==> src/rtl/wdt_pkg.sv <==
`timescale 1ns/1ps
package wdt_pkg;
  localparam int REG_W  = 8;
  localparam int FSEL_W = 4;
  localparam int MULT_W = 3;
  localparam int N_W    = 8;
  localparam int M_W    = 7;

  typedef enum logic [1:0] {
    ADDR_WDOG = 2'd0,
    ADDR_FREQ = 2'd1,
    ADDR_DIVN = 2'd2,
    ADDR_DIVM = 2'd3
  } reg_addr_e;

  typedef struct packed {
    logic              rec_sel;
    logic              mode;
    logic              scale;
    logic [MULT_W-1:0] mult;
    logic              en;
  } wdog_ctrl_t;

  typedef struct packed {
    logic              prog_en;
    logic              override;
    logic [FSEL_W-1:0] sw_fsel;
  } freq_ctrl_t;
endpackage

==> src/rtl/wdt_prescaler.sv <==
`timescale 1ns/1ps
module wdt_prescaler #(
  parameter int BASE_LO = 8,
  parameter int BASE_HI = 20
) (
  input  logic clk_i,
  input  logic rst_ni,
  input  logic clear_i,
  input  logic run_i,
  input  logic tick_i,
  input  logic scale_i,
  output logic base_stb_o
);
  localparam int MAXB  = (BASE_HI > BASE_LO) ? BASE_HI : BASE_LO;
  localparam int CNT_W = $clog2(MAXB + 1);

  logic [CNT_W-1:0] cnt_q;
  logic [CNT_W-1:0] top;

  assign top        = scale_i ? CNT_W'(BASE_HI - 1) : CNT_W'(BASE_LO - 1);
  assign base_stb_o = run_i && tick_i && (cnt_q == top);

  always_ff @(posedge clk_i or negedge rst_ni) begin
    if (!rst_ni)                cnt_q <= '0;
    else if (clear_i || !run_i) cnt_q <= '0;
    else if (tick_i)            cnt_q <= (cnt_q == top) ? '0 : cnt_q + 1'b1;
  end
endmodule

==> src/rtl/wdt_core.sv <==
`timescale 1ns/1ps
module wdt_core #(
  parameter int MULT_W = 3,
  parameter int RST_W  = 4
) (
  input  logic              clk_i,
  input  logic              rst_ni,
  input  logic              load_i,
  input  logic              stop_i,
  input  logic [MULT_W-1:0] mult_i,
  input  logic              base_stb_i,
  output logic              run_o,
  output logic              expire_o,
  output logic              sys_rst_o
);
  localparam int RC_W = $clog2(RST_W + 1);

  logic              run_q;
  logic [MULT_W-1:0] unit_q;
  logic [RC_W-1:0]   rcnt_q;

  assign run_o     = run_q;
  assign expire_o  = run_q && base_stb_i && (unit_q == MULT_W'(1)) && !load_i && !stop_i;
  assign sys_rst_o = (rcnt_q != '0);

  always_ff @(posedge clk_i or negedge rst_ni) begin
    if (!rst_ni) begin
      run_q  <= 1'b0;
      unit_q <= '0;
    end else if (load_i) begin
      run_q  <= 1'b1;
      unit_q <= mult_i;
    end else if (stop_i) begin
      run_q  <= 1'b0;
    end else if (run_q && base_stb_i) begin
      if (unit_q == MULT_W'(1)) run_q <= 1'b0;
      else                      unit_q <= unit_q - 1'b1;
    end
  end

  // one pulse per expiry
  always_ff @(posedge clk_i or negedge rst_ni) begin
    if (!rst_ni)              rcnt_q <= '0;
    else if (expire_o)        rcnt_q <= RC_W'(RST_W);
    else if (rcnt_q != '0)    rcnt_q <= rcnt_q - 1'b1;
  end
endmodule

==> src/rtl/wdt_freq_sel.sv <==
`timescale 1ns/1ps
module wdt_freq_sel
  import wdt_pkg::*;
(
  input  freq_ctrl_t        ctrl_i,
  input  logic [FSEL_W-1:0] hw_fsel_i,
  output logic [FSEL_W-1:0] fsel_o,
  output logic              cpu_prog_o
);
  assign fsel_o     = ctrl_i.override ? ctrl_i.sw_fsel : hw_fsel_i;
  assign cpu_prog_o = ctrl_i.prog_en;
endmodule

==> src/rtl/wdt_freq_recovery.sv <==
`timescale 1ns/1ps
module wdt_freq_recovery
  import wdt_pkg::*;
#(
  parameter int BASE_LO = 8,
  parameter int BASE_HI = 20,
  parameter int RST_W   = 4
) (
  input  logic              clk_i,
  input  logic              rst_ni,
  input  logic              tick_i,
  input  logic              reg_we_i,
  input  logic [1:0]        reg_addr_i,
  input  logic [REG_W-1:0]  reg_wdata_i,
  output logic [REG_W-1:0]  reg_rdata_o,
  input  logic [FSEL_W-1:0] hw_fsel_i,
  output logic              sys_rst_o,
  output logic [FSEL_W-1:0] fsel_o,
  output logic              cpu_prog_o,
  output logic [N_W-1:0]    cpu_n_o,
  output logic [M_W-1:0]    cpu_m_o
);
  wdog_ctrl_t       wctl_q;
  freq_ctrl_t       fctl_q;
  logic             alarm_q;
  logic [N_W-1:0]   div_n_q;
  logic [M_W-1:0]   div_m_q;
  logic             wr_wdog, wr_freq, load, stop, run, base_stb, expire;
  wdog_ctrl_t       wctl_d;

  assign wr_wdog = reg_we_i && (reg_addr_i == ADDR_WDOG);
  assign wr_freq = reg_we_i && (reg_addr_i == ADDR_FREQ);
  assign wctl_d  = '{rec_sel: reg_wdata_i[7], mode: reg_wdata_i[6], scale: reg_wdata_i[5],
                     mult: reg_wdata_i[3:1], en: reg_wdata_i[0]};
  assign load    = wr_wdog && wctl_d.en && (wctl_d.mult != '0);
  assign stop    = wr_wdog && !load;

  always_ff @(posedge clk_i or negedge rst_ni) begin
    if (!rst_ni) begin
      wctl_q  <= '0;
      alarm_q <= 1'b0;
      div_n_q <= '0;
      div_m_q <= '0;
    end else begin
      if (wr_wdog) begin
        wctl_q  <= wctl_d;
        alarm_q <= 1'b0;
      end else if (expire) begin
        alarm_q <= 1'b1;
      end
      if (reg_we_i && reg_addr_i == ADDR_DIVN) div_n_q <= reg_wdata_i;
      if (reg_we_i && reg_addr_i == ADDR_DIVM) div_m_q <= reg_wdata_i[M_W-1:0];
    end
  end

  // recovery takes priority over a same-cycle software write
  always_ff @(posedge clk_i or negedge rst_ni) begin
    if (!rst_ni) begin
      fctl_q <= '0;
    end else if (expire && !wctl_q.mode) begin
      if (wctl_q.rec_sel) begin
        fctl_q.prog_en <= 1'b1;
      end else begin
        fctl_q.prog_en  <= 1'b0;
        fctl_q.override <= 1'b0;
      end
    end else if (wr_freq) begin
      fctl_q <= freq_ctrl_t'(reg_wdata_i[FSEL_W+1:0]);
    end
  end

  wdt_prescaler #(.BASE_LO(BASE_LO), .BASE_HI(BASE_HI)) u_pre (
    .clk_i, .rst_ni, .clear_i(load), .run_i(run), .tick_i,
    .scale_i(wctl_q.scale), .base_stb_o(base_stb)
  );

  wdt_core #(.MULT_W(MULT_W), .RST_W(RST_W)) u_core (
    .clk_i, .rst_ni, .load_i(load), .stop_i(stop), .mult_i(wctl_d.mult),
    .base_stb_i(base_stb), .run_o(run), .expire_o(expire), .sys_rst_o
  );

  wdt_freq_sel u_sel (
    .ctrl_i(fctl_q), .hw_fsel_i, .fsel_o, .cpu_prog_o
  );

  assign cpu_n_o = div_n_q;
  assign cpu_m_o = div_m_q;

  always_comb begin
    unique case (reg_addr_i)
      ADDR_WDOG: reg_rdata_o = {wctl_q.rec_sel, wctl_q.mode, wctl_q.scale, alarm_q,
                                wctl_q.mult, wctl_q.en};
      ADDR_FREQ: reg_rdata_o = {2'b00, fctl_q};
      ADDR_DIVN: reg_rdata_o = div_n_q;
      default:   reg_rdata_o = {1'b0, div_m_q};
    endcase
  end
endmodule

==> config.mk <==
export PLATFORM = sky130hd
export DESIGN_NAME = wdt_freq_recovery
export DESIGN_NICKNAME = d
export VERILOG_FILES = /design/src/rtl/wdt_pkg.sv /design/src/rtl/wdt_prescaler.sv /design/src/rtl/wdt_core.sv /design/src/rtl/wdt_freq_sel.sv /design/src/rtl/wdt_freq_recovery.sv
export SDC_FILE = /design/constraint.sdc
export NUM_CORES = 1
export LEC_CHECK = 0
export BUFFER_PORTS_ARGS = -buffer_cell sky130_fd_sc_hd__buf_2
export CORE_ASPECT_RATIO = 0.6
export CORE_MARGIN = 3
export CORE_UTILIZATION = 54
export CTS_CLUSTER_SIZE = 14
export DETAILED_ROUTE_END_ITERATION = 7
export PLACE_DENSITY = 0.83
export SKIP_CTS_REPAIR_TIMING = 1
export SYNTH_ARGS = -nofsm -noshare
export SYNTH_HDL_FRONTEND = slang
export SYNTH_SLANG_ARGS = --single-unit
==> constraint.sdc <==
create_clock -name clk_i -period 2.92 [get_ports clk_i]
set_clock_uncertainty 0.15 [all_clocks]
set_input_delay 0.146 -clock clk_i [delete_from_list [all_inputs] [get_ports clk_i]]
set_output_delay 0.146 -clock clk_i [all_outputs]
set_load 0.01 [all_outputs]
==> results of run 1 <==
## area by class of cell
cell class	instances	area, um^2
flip-flops and latches	41	1030
well taps	47	58.8
multi-input cells	135	1090
repair buffers	55	315
inverters	5	18.8
clock buffers	7	86.3
clock inverters	1	30.0
fillers	292	1140
## state kept, by name, indices dropped and copies added, names as in the netlist
register	flops
cpu_n_o	8
u_core.run_o	1
u_core.unit_q	3
alarm_q	1
u_pre.cnt_q	5
wctl_q	7
fctl_q	6
u_core.rcnt_q	3
cpu_m_o	7
## metal layers
layer	part of all wire, %	up-vias	wire (um)	global-route usage [%]
met5	0	-	0	0
met4	1.4	0	70	5.60
met3	7.4	7	367	6.71
met2	44	58	2170	30.0
met1	48	832	2370	31.7
li1	-	795	-	-
## cells in the mapped netlist (2+ instances only)
cell type,number
a211oi_1,6
ha_1,5
dfrtp_1,41
nor2_1,8
mux4_2,6
a31o_2,2
clkbuf_1,3
inv_1,5
and4_2,2
nand2_1,32
nand4_1,2
nand4b_1,2
nand3b_1,4
mux2_2,24
nor3_1,3
or3b_2,2
buf_6,2
nand3_1,6
a21oi_1,6
nand2b_1,5
mux2i_1,4
## how the worst min path moves through the flow
stage,to,slack (ps),startpoint
detailed placement,cpu_m_o[0],160,rst_ni
global placement,cpu_m_o[0],170,rst_ni
floorplan,alarm_q,-300,rst_ni
global route,wctl_q[1],10,reg_wdata_i[1]
finish,wctl_q[3],2,reg_wdata_i[3]
CTS,cpu_m_o[0],-160,rst_ni
## power by group through the flow
| stage | Clock (mW) | Combinational [mW] | Sequential [mW] |
|---|---|---|---|
| after detailed placement | 0 | 0.447 | 0.769 |
| after CTS | 0.476 | 0.447 | 0.760 |
| after floorplan | 0 | 0.277 | 0.763 |
| after global placement | 0 | 0.428 | 0.763 |
| final | 0.469 | 0.449 | 0.761 |
| after global routing | 0.502 | 0.494 | 0.774 |
## worst max-delay path, stage by stage, from the launching register on
cell	delay, ps
dfrtp_1	390
inv_1	80
ha_1	190
or3b_2	510
a2111oi_4	370
nor2_1	170
mux2_2	300
## kinds of logic (layout without fill, tap and decap cells)
kind of cell / Yosys count / count (layout) / share of synthesized area [%]
buf+inv: 12 / 68 / 2.92
compound gates: 23 / 23 / 9.23
flops: 41 / 41 / 47.0
simple gates: 72 / 72 / 17.1
xor+xnor: 1 / 1 / 0.401
fa+ha+maj: 5 / 5 / 2.87
mux: 34 / 34 / 20.4
## stage by stage
stage	util (%)	hold WS [ps]	area [um^2]	std cells	power, mW
CTS	67.9	-158	2560	284	1.68
finish	69.8	1.69	2630	291	1.68
global placement	64.8	167	2440	276	1.19
floorplan	-	-300	2180	188	1.04
detailed placement	64.8	162	2440	276	1.22
global route	69.8	10.8	2630	291	1.77
==> flow_summary_export.csv, run 1 <==
group,metric,value,unit
worst_setup_path,required,2950,ps
die,die_area,4860,um^2
pwr,peakVddDrop,0.451,mV
synth,synth-seq-cells,41,
global_routing,grt.overflow.total,0,
die,rows,17,
finish,layout_commonest_cell,"buf_2",
synth,synth.avg_cell_area,11.6,um^2
worst_hold_path,hold_path.class,"in2reg",
placed_design,io_buffers,46,
worst_setup_path,start_kind,"flop",
finish,diodes,0,
worst_setup_path,critPathCaptureType,"flop",
die,die_w,88.1,um
cts,cts_buffers,5,
detailed_routing,first_iter_violations,100,
timing,fin_crit_sh,77.6,%
finish,nets,266,
die,die_h,55.2,um
flow_run,maxCapViolCount,0,
timing,tns,0,ps
global_routing,grt_max_degree,42,
pwr,clockPowerShare,27.9,%
finish,drive_above_1_share,39.8,%
timing,rsz0062_at_grt,"no",
cts,cts_root_buf,"clkbuf_8",
synth,synth_edf_count,0,
finish,final_cell_mix,"46 x buf_2, 41 x dfrtp_1, 32 x nand2_1",
die,core_area,3760,um^2
placed_design,hpwl,3670,um
run_status,status,"finished clean",
detailed_routing,dr.pass1.iters,4,
synth,ys_types,39,
detailed_routing,vias,1692,
synth,synth_ff_type,"dfrtp_1",
cts,clk_pin_slew_worst_paths,80,ps
timing,worst_slack,654,ps
cts,cts_tree,"yes",
synth,synth_top_area_share,47.0,%
detailed_routing,wl_per_cell,17.1,um
cts,insertion_delay,290,ps
timing,slew_violations,0,
worst_setup_path,crit_path_end,"fctl_q[3]",
detailed_routing,route.detailed.drc,0,
detailed_routing,antenna_left,0,
worst_setup_path,reg2reg_to,"fctl_q[3]",
synth,ys_seq_area_share,47.0,%
cts,numClockSinks,41,
die,start_util,58.0,%
worst_setup_path,r2r-start,"u_core.unit_q[1]",
synth,synth_nets,211,
timing,tightest_slew,889,ps
placed_design,dp_slack,638,ps
timing,hold_viol_final,0,
worst_setup_path,critPathLaunch,"u_core.unit_q[1]",
global_routing,first_global_vias,1546,
synth,yosys-top-cells-area,"dfrtp_1 47%, mux2_2 12%, mux4_2 6.2%",
timing,maxSlewHeadroom,40.7,%
synth,netlist_instances,188,
worst_setup_path,critical_path_class,"reg2reg",
pwr,p_per_area,639,nW/um^2
global_routing,antenna_found_initial,0,
worst_hold_path,holdPathStages,3,
detailed_routing,wirelength,4980,um
synth,ys_warn_count,0,
pwr,power_switching_share,29.5,%
worst_setup_path,worst-r2r-setup-slack,650,ps
timing,min_period,2270,ps
pwr,comb_power_share,26.7,%
pwr,seqPwrFrac,45.3,%
detailed_routing,viasPerCell,5.81,
global_routing,grt_use_total,21.3,%
synth,netlist_area,2180,um^2
die,num_io_pins,47,
finish,area_growth,20.4,%
synth,ys_async_sr_fraction,100,%
synth,synth_area_leader_cell,"dfrtp_1",
pwr,p_leak,1.19,nW
cts,max-clock-path-buffers,2,
timing,setup_viol,0,
pwr,internal_power,1.18,mW
placed_design,gp_congestion,0.813,
cts,h-tree-depth,2,
worst_setup_path,rr_worst_depth,6,
timing,fmaxAchievable,441,MHz
global_routing,grt_pass1_wl,7860,um
worst_setup_path,cp_max_fo,4,
worst_setup_path,crit_arrival,2300,ps
pwr,p_switching,0.495,mW
(Power assumes the default switching activity.)
==> run 2, diff against run 1 <==
==> constraint.sdc (replaced) <==
create_clock -name clk_i -period 2.3 [get_ports clk_i]
set_clock_uncertainty 0.15 [all_clocks]
set_input_delay 0.115 -clock clk_i [delete_from_list [all_inputs] [get_ports clk_i]]
set_output_delay 0.115 -clock clk_i [all_outputs]
set_load 0.01 [all_outputs]
==> flow_summary_export.csv, run 2 (synthesis gave the netlist of run 1 again) <==
group,metric,value,unit
run_status,status,"finished clean",
flow_run,maxCapViolCount,0,
placed_design,gp_congestion,0.814,
worst_setup_path,crit_arrival,2220,ps
finish,largest_register_ffs,8,
cts,h-tree-depth,2,
global_routing,grt_max_degree,42,
worst_setup_path,worst-r2r-setup-slack,110,ps
detailed_routing,route.detailed.drc,0,
cts,cts_tree,"yes",
cts,cts_root_buf,"clkbuf_8",
detailed_routing,viasPerCell,5.81,
die,rows,17,
finish,layout_commonest_cell,"buf_2",
detailed_routing,wirelength,4920,um
die,die_area,4860,um^2
worst_setup_path,cp_max_fo,4,
finish,final_cell_mix,"46 x buf_2, 41 x dfrtp_1, 32 x nand2_1",
detailed_routing,vias,1703,
worst_setup_path,rr_worst_depth,6,
die,start_util,58.0,%
die,core_area,3760,um^2
worst_setup_path,critPathSlowestCell,"or3b_2",
placed_design,numPlacedInstances,277,
die,die_h,55.2,um
worst_setup_path,critPathCaptureType,"flop",
global_routing,first_global_vias,1620,
timing,setup_viol,0,
timing,tns,0,ps
detailed_routing,first_iter_violations,133,
finish,drive_above_1_share,39.4,%
placed_design,hpwl,3710,um
finish,area_growth,20.3,%
die,die_w,88.1,um
pwr,peakVddDrop,0.485,mV
worst_setup_path,critical_path_class,"reg2reg",
cts,clk_pin_slew_worst_paths,70,ps
finish,nets,269,
timing,fin_crit_sh,95.1,%
worst_hold_path,hold_path.class,"in2reg",
finish,final_core_util,69.7,%
timing,min_period,2190,ps
cts,max-clock-path-buffers,2,
finish,diodes,0,
global_routing,grt_use_total,21.4,%
worst_setup_path,start_kind,"flop",
detailed_routing,antenna_left,0,
global_routing,antenna_found_initial,0,
worst_setup_path,r2r-start,"u_core.unit_q[1]",
worst_hold_path,whs_endpoint,"u_pre.cnt_q[1]",
timing,maxSlewHeadroom,41.6,%
global_routing,grt.overflow.total,0,
finish,instances_no_fill,293,
detailed_routing,wl_per_cell,16.8,um
worst_setup_path,reg2reg_to,"fctl_q[3]",
worst_setup_path,worstPathCellList,"inv_1 > ha_1 > or3b_2 > a2111oi_4 > nor2_1 > mux2_2",
pwr,p_per_area,760,nW/um^2
timing,rsz0062_at_grt,"no",
worst_setup_path,required,2330,ps
timing,slew_violations,0,
placed_design,io_buffers,46,
timing,hold_viol_final,0,
cts,insertion_delay,290,ps
timing,fmaxAchievable,457,MHz
die,num_io_pins,47,
pwr,p_leak,1.19,nW
worst_hold_path,min_from,"tick_i",
cts,numClockSinks,41,
cts,cts_buffers,5,
timing,tightest_slew,876,ps
global_routing,grt_pass1_wl,7980,um
detailed_routing,dr.pass1.iters,4,
worst_hold_path,holdPathStages,3,
worst_setup_path,max_stage_delay,510,ps
-- run 2: per-stage QoR --
stage / setup WS, ps / hold WS (ps) / total power, mW / cell area, um^2
floorplan: 199 / -331 / 1.32 / 2180
global placement: 179 / 134 / 1.51 / 2450
detailed placement: 134 / 142 / 1.54 / 2450
CTS: 123 / -171 / 2.01 / 2530
global route: 4.26 / 36.7 / 2.13 / 2630
finish: 112 / 24.7 / 2.00 / 2630
-- run 2: worst max-delay path: cells and delay by family (launching register included) --
family / cells / cell delay [ps]
simple gates: 2 / 670
fa+ha+maj: 1 / 200
compound gates: 1 / 310
flops: 1 / 390
mux: 1 / 290
buf+inv: 1 / 80
-- run 2: how the worst max path moves through the flow --
stage | startpoint | endpoint | slack [ps] | depth (start not counted)
floorplan | u_core.unit_q[1] | fctl_q[0] | 200 | 6
global placement | u_core.unit_q[1] | fctl_q[2] | 180 | 6
detailed placement | u_core.unit_q[1] | fctl_q[2] | 130 | 6
CTS | u_core.unit_q[1] | fctl_q[3] | 120 | 6
global route | u_core.unit_q[1] | fctl_q[3] | 4 | 6
finish | u_core.unit_q[1] | fctl_q[3] | 110 | 6
-- run 2: power breakdown --
group	total [mW]	internal, mW	switching, mW
Clock	0.459	0.238	0.221
Sequential	0.965	0.857	0.108
Combinational	0.572	0.295	0.277
Total	2.00	1.39	0.606
-- run 2: per-layer routing --
layer	wire length [um]	up-vias	GRT usage (%)
li1	-	801	-
met1	2320	838	31.3
met2	2270	60	32.4
met3	293	4	5.51
met4	38	0	4.53
met5	0	-	0
-- run 2: area by class of cell --
type | count | area, um^2
well taps | 47 | 58.8
clock buffers | 7 | 86.3
inverters | 5 | 18.8
fillers | 290 | 1140
flip-flops and latches | 41 | 1030
repair buffers | 58 | 343
multi-input cells | 135 | 1090
==> run 3, diff against run 2 <==
--- a/config.mk
+++ b/config.mk
@@ -6,12 +6,14 @@
 export NUM_CORES = 1
 export LEC_CHECK = 0
 export BUFFER_PORTS_ARGS = -buffer_cell sky130_fd_sc_hd__buf_2
+export CELL_PAD_IN_SITES_DETAIL_PLACEMENT = 1
+export CELL_PAD_IN_SITES_GLOBAL_PLACEMENT = 1
 export CORE_ASPECT_RATIO = 0.6
 export CORE_MARGIN = 3
-export CORE_UTILIZATION = 54
+export CORE_UTILIZATION = 42
 export CTS_CLUSTER_SIZE = 14
 export DETAILED_ROUTE_END_ITERATION = 7
-export PLACE_DENSITY = 0.83
+export PLACE_DENSITY = 0.82
 export SKIP_CTS_REPAIR_TIMING = 1
 export SYNTH_ARGS = -nofsm -noshare
 export SYNTH_HDL_FRONTEND = slang
==> flow_summary_export.csv, run 3 (synthesis gave the netlist of run 1 again) <==
group,metric,value,unit
pwr,p_leak,1.20,nW
global_routing,grt_use_total,19.1,%
pwr,p_per_area,758,nW/um^2
worst_setup_path,critPathCaptureType,"flop",
die,num_io_pins,47,
worst_setup_path,crit_arrival,2210,ps
finish,drive_above_1_share,40.3,%
timing,fin_crit_sh,94.5,%
cts,max-clock-path-buffers,2,
global_routing,first_global_vias,1676,
flow_run,maxCapViolCount,0,
timing,setup_viol,0,
detailed_routing,dr.pass1.iters,4,
global_routing,top_usage_layer,"met1",
worst_setup_path,crit_buf_inv,2,
worst_setup_path,crit_cells,7,
timing,tightest_slew,928,ps
run_status,status,"finished clean",
detailed_routing,route.detailed.drc,0,
detailed_routing,antenna_left,0,
worst_setup_path,reg2reg_to,"fctl_q[4]",
global_routing,grt_max_degree,42,
worst_setup_path,critical_path_class,"reg2reg",
placed_design,io_buffers,46,
worst_setup_path,r2r-start,"u_core.unit_q[1]",
finish,nets,270,
detailed_routing,wirelength,5670,um
worst_setup_path,required,2330,ps
worst_setup_path,max_stage_delay,530,ps
timing,fmaxAchievable,460,MHz
placed_design,numPlacedInstances,294,
timing,hold_viol_final,0,
worst_hold_path,whs_endpoint,"u_pre.cnt_q[0]",
worst_setup_path,critPathLaunch,"u_core.unit_q[1]",
cts,cts_root_buf,"clkbuf_8",
detailed_routing,wl_per_cell,18.2,um
global_routing,antenna_found_initial,0,
finish,area_growth,21.5,%
worst_setup_path,rr_worst_depth,7,
placed_design,gp_congestion,0.754,
placed_design,hpwl,4160,um
die,start_util,45.7,%
worst_setup_path,cp_top_family,"simple AND/OR/NAND/NOR gates",
cts,clk_pin_slew_worst_paths,80,ps
timing,rsz0062_at_grt,"no",
finish,final_cell_mix,"46 x buf_2, 41 x dfrtp_1, 32 x nand2_1",
worst_hold_path,min_from,"tick_i",
cts,cts_buffers,5,
cts,insertion_delay,290,ps
die,die_h,61.8,um
global_routing,grt.overflow.total,0,
pwr,total_power,2.01,mW
pwr,peakVddDrop,0.418,mV
worst_setup_path,worst-r2r-setup-slack,130,ps
detailed_routing,first_iter_violations,60,
detailed_routing,vias,1721,
cts,numClockSinks,41,
timing,worst_hold_slack,26.2,ps
global_routing,grt_use_met3,5.24,%
global_routing,gr-usage-met1,28.6,%
worst_setup_path,cp_max_fo,4,
global_routing,grt_pass1_wl,8950,um
timing,min_period,2170,ps
finish,final_core_util,55.5,%
die,core_area,4780,um^2
die,rows,19,
global_routing,use_met2,28.1,%
timing,slew_violations,0,
worst_setup_path,critPathSlowestCell,"or3b_2",
worst_setup_path,start_kind,"flop",
die,die_w,99.1,um
worst_hold_path,hold_path.class,"in2reg",
timing,maxSlewHeadroom,38.1,%
worst_setup_path,worstPathCellList,"inv_1 > ha_1 > or3b_2 > a2111oi_4 > buf_4 > a21oi_1 > a31o_2",
finish,instances_no_fill,311,
finish,diodes,0,
finish,layout_commonest_cell,"buf_2",
cts,cts_tree,"yes",
cts,h-tree-depth,2,
worst_hold_path,holdPathStages,3,
timing,tns,0,ps
die,die_area,6120,um^2
finish,largest_register_ffs,8,
detailed_routing,viasPerCell,5.53,
[run 3: cell types whose count changed in the layout (fill, tap and decap cells not counted), sizes merged]
cell    change
buf         +1
clkbuf      -1
clkinv      +2
[run 3: layout make-up]
| class | instances | area [um^2] |
|---|---|---|
| fillers | 521 | 2130 |
| multi-input cells | 135 | 1090 |
| flip-flops and latches | 41 | 1030 |
| repair buffers | 59 | 350 |
| well taps | 63 | 78.8 |
| clock buffers | 6 | 72.6 |
| inverters | 5 | 18.8 |
| clock inverters | 2 | 10.0 |
[run 3: power by group]
group          internal [mW]  switching [mW]
sequential             0.856           0.111
clock                  0.211           0.249
combinational          0.296           0.288
[run 3: worst min-delay path, cell delays in order]
cell and delay, ps:
buf_2 160, nand3b_1 100, a21oi_1 50
[run 3: worst max-delay path by stage]
stage                            to  slack [ps]
after CTS                 fctl_q[1]          50
after detailed placement  fctl_q[0]          60
after global routing      fctl_q[4]          30
final                     fctl_q[4]         130
after floorplan           fctl_q[0]         200
after global placement    fctl_q[2]         150
[run 3: metal layers]
metal | up-vias | wire, um
li1 | 799 | -
met1 | 874 | 2850
met2 | 42 | 2480
met3 | 6 | 312
met4 | 0 | 27
met5 | - | 0
[run 3: stage by stage]
stage | worst slack [ps] | cell area, um^2
finish | 126 | 2650
CTS | 45.2 | 2560
global placement | 154 | 2480
global route | 34.6 | 2650
detailed placement | 63.0 | 2480
floorplan | 199 | 2180
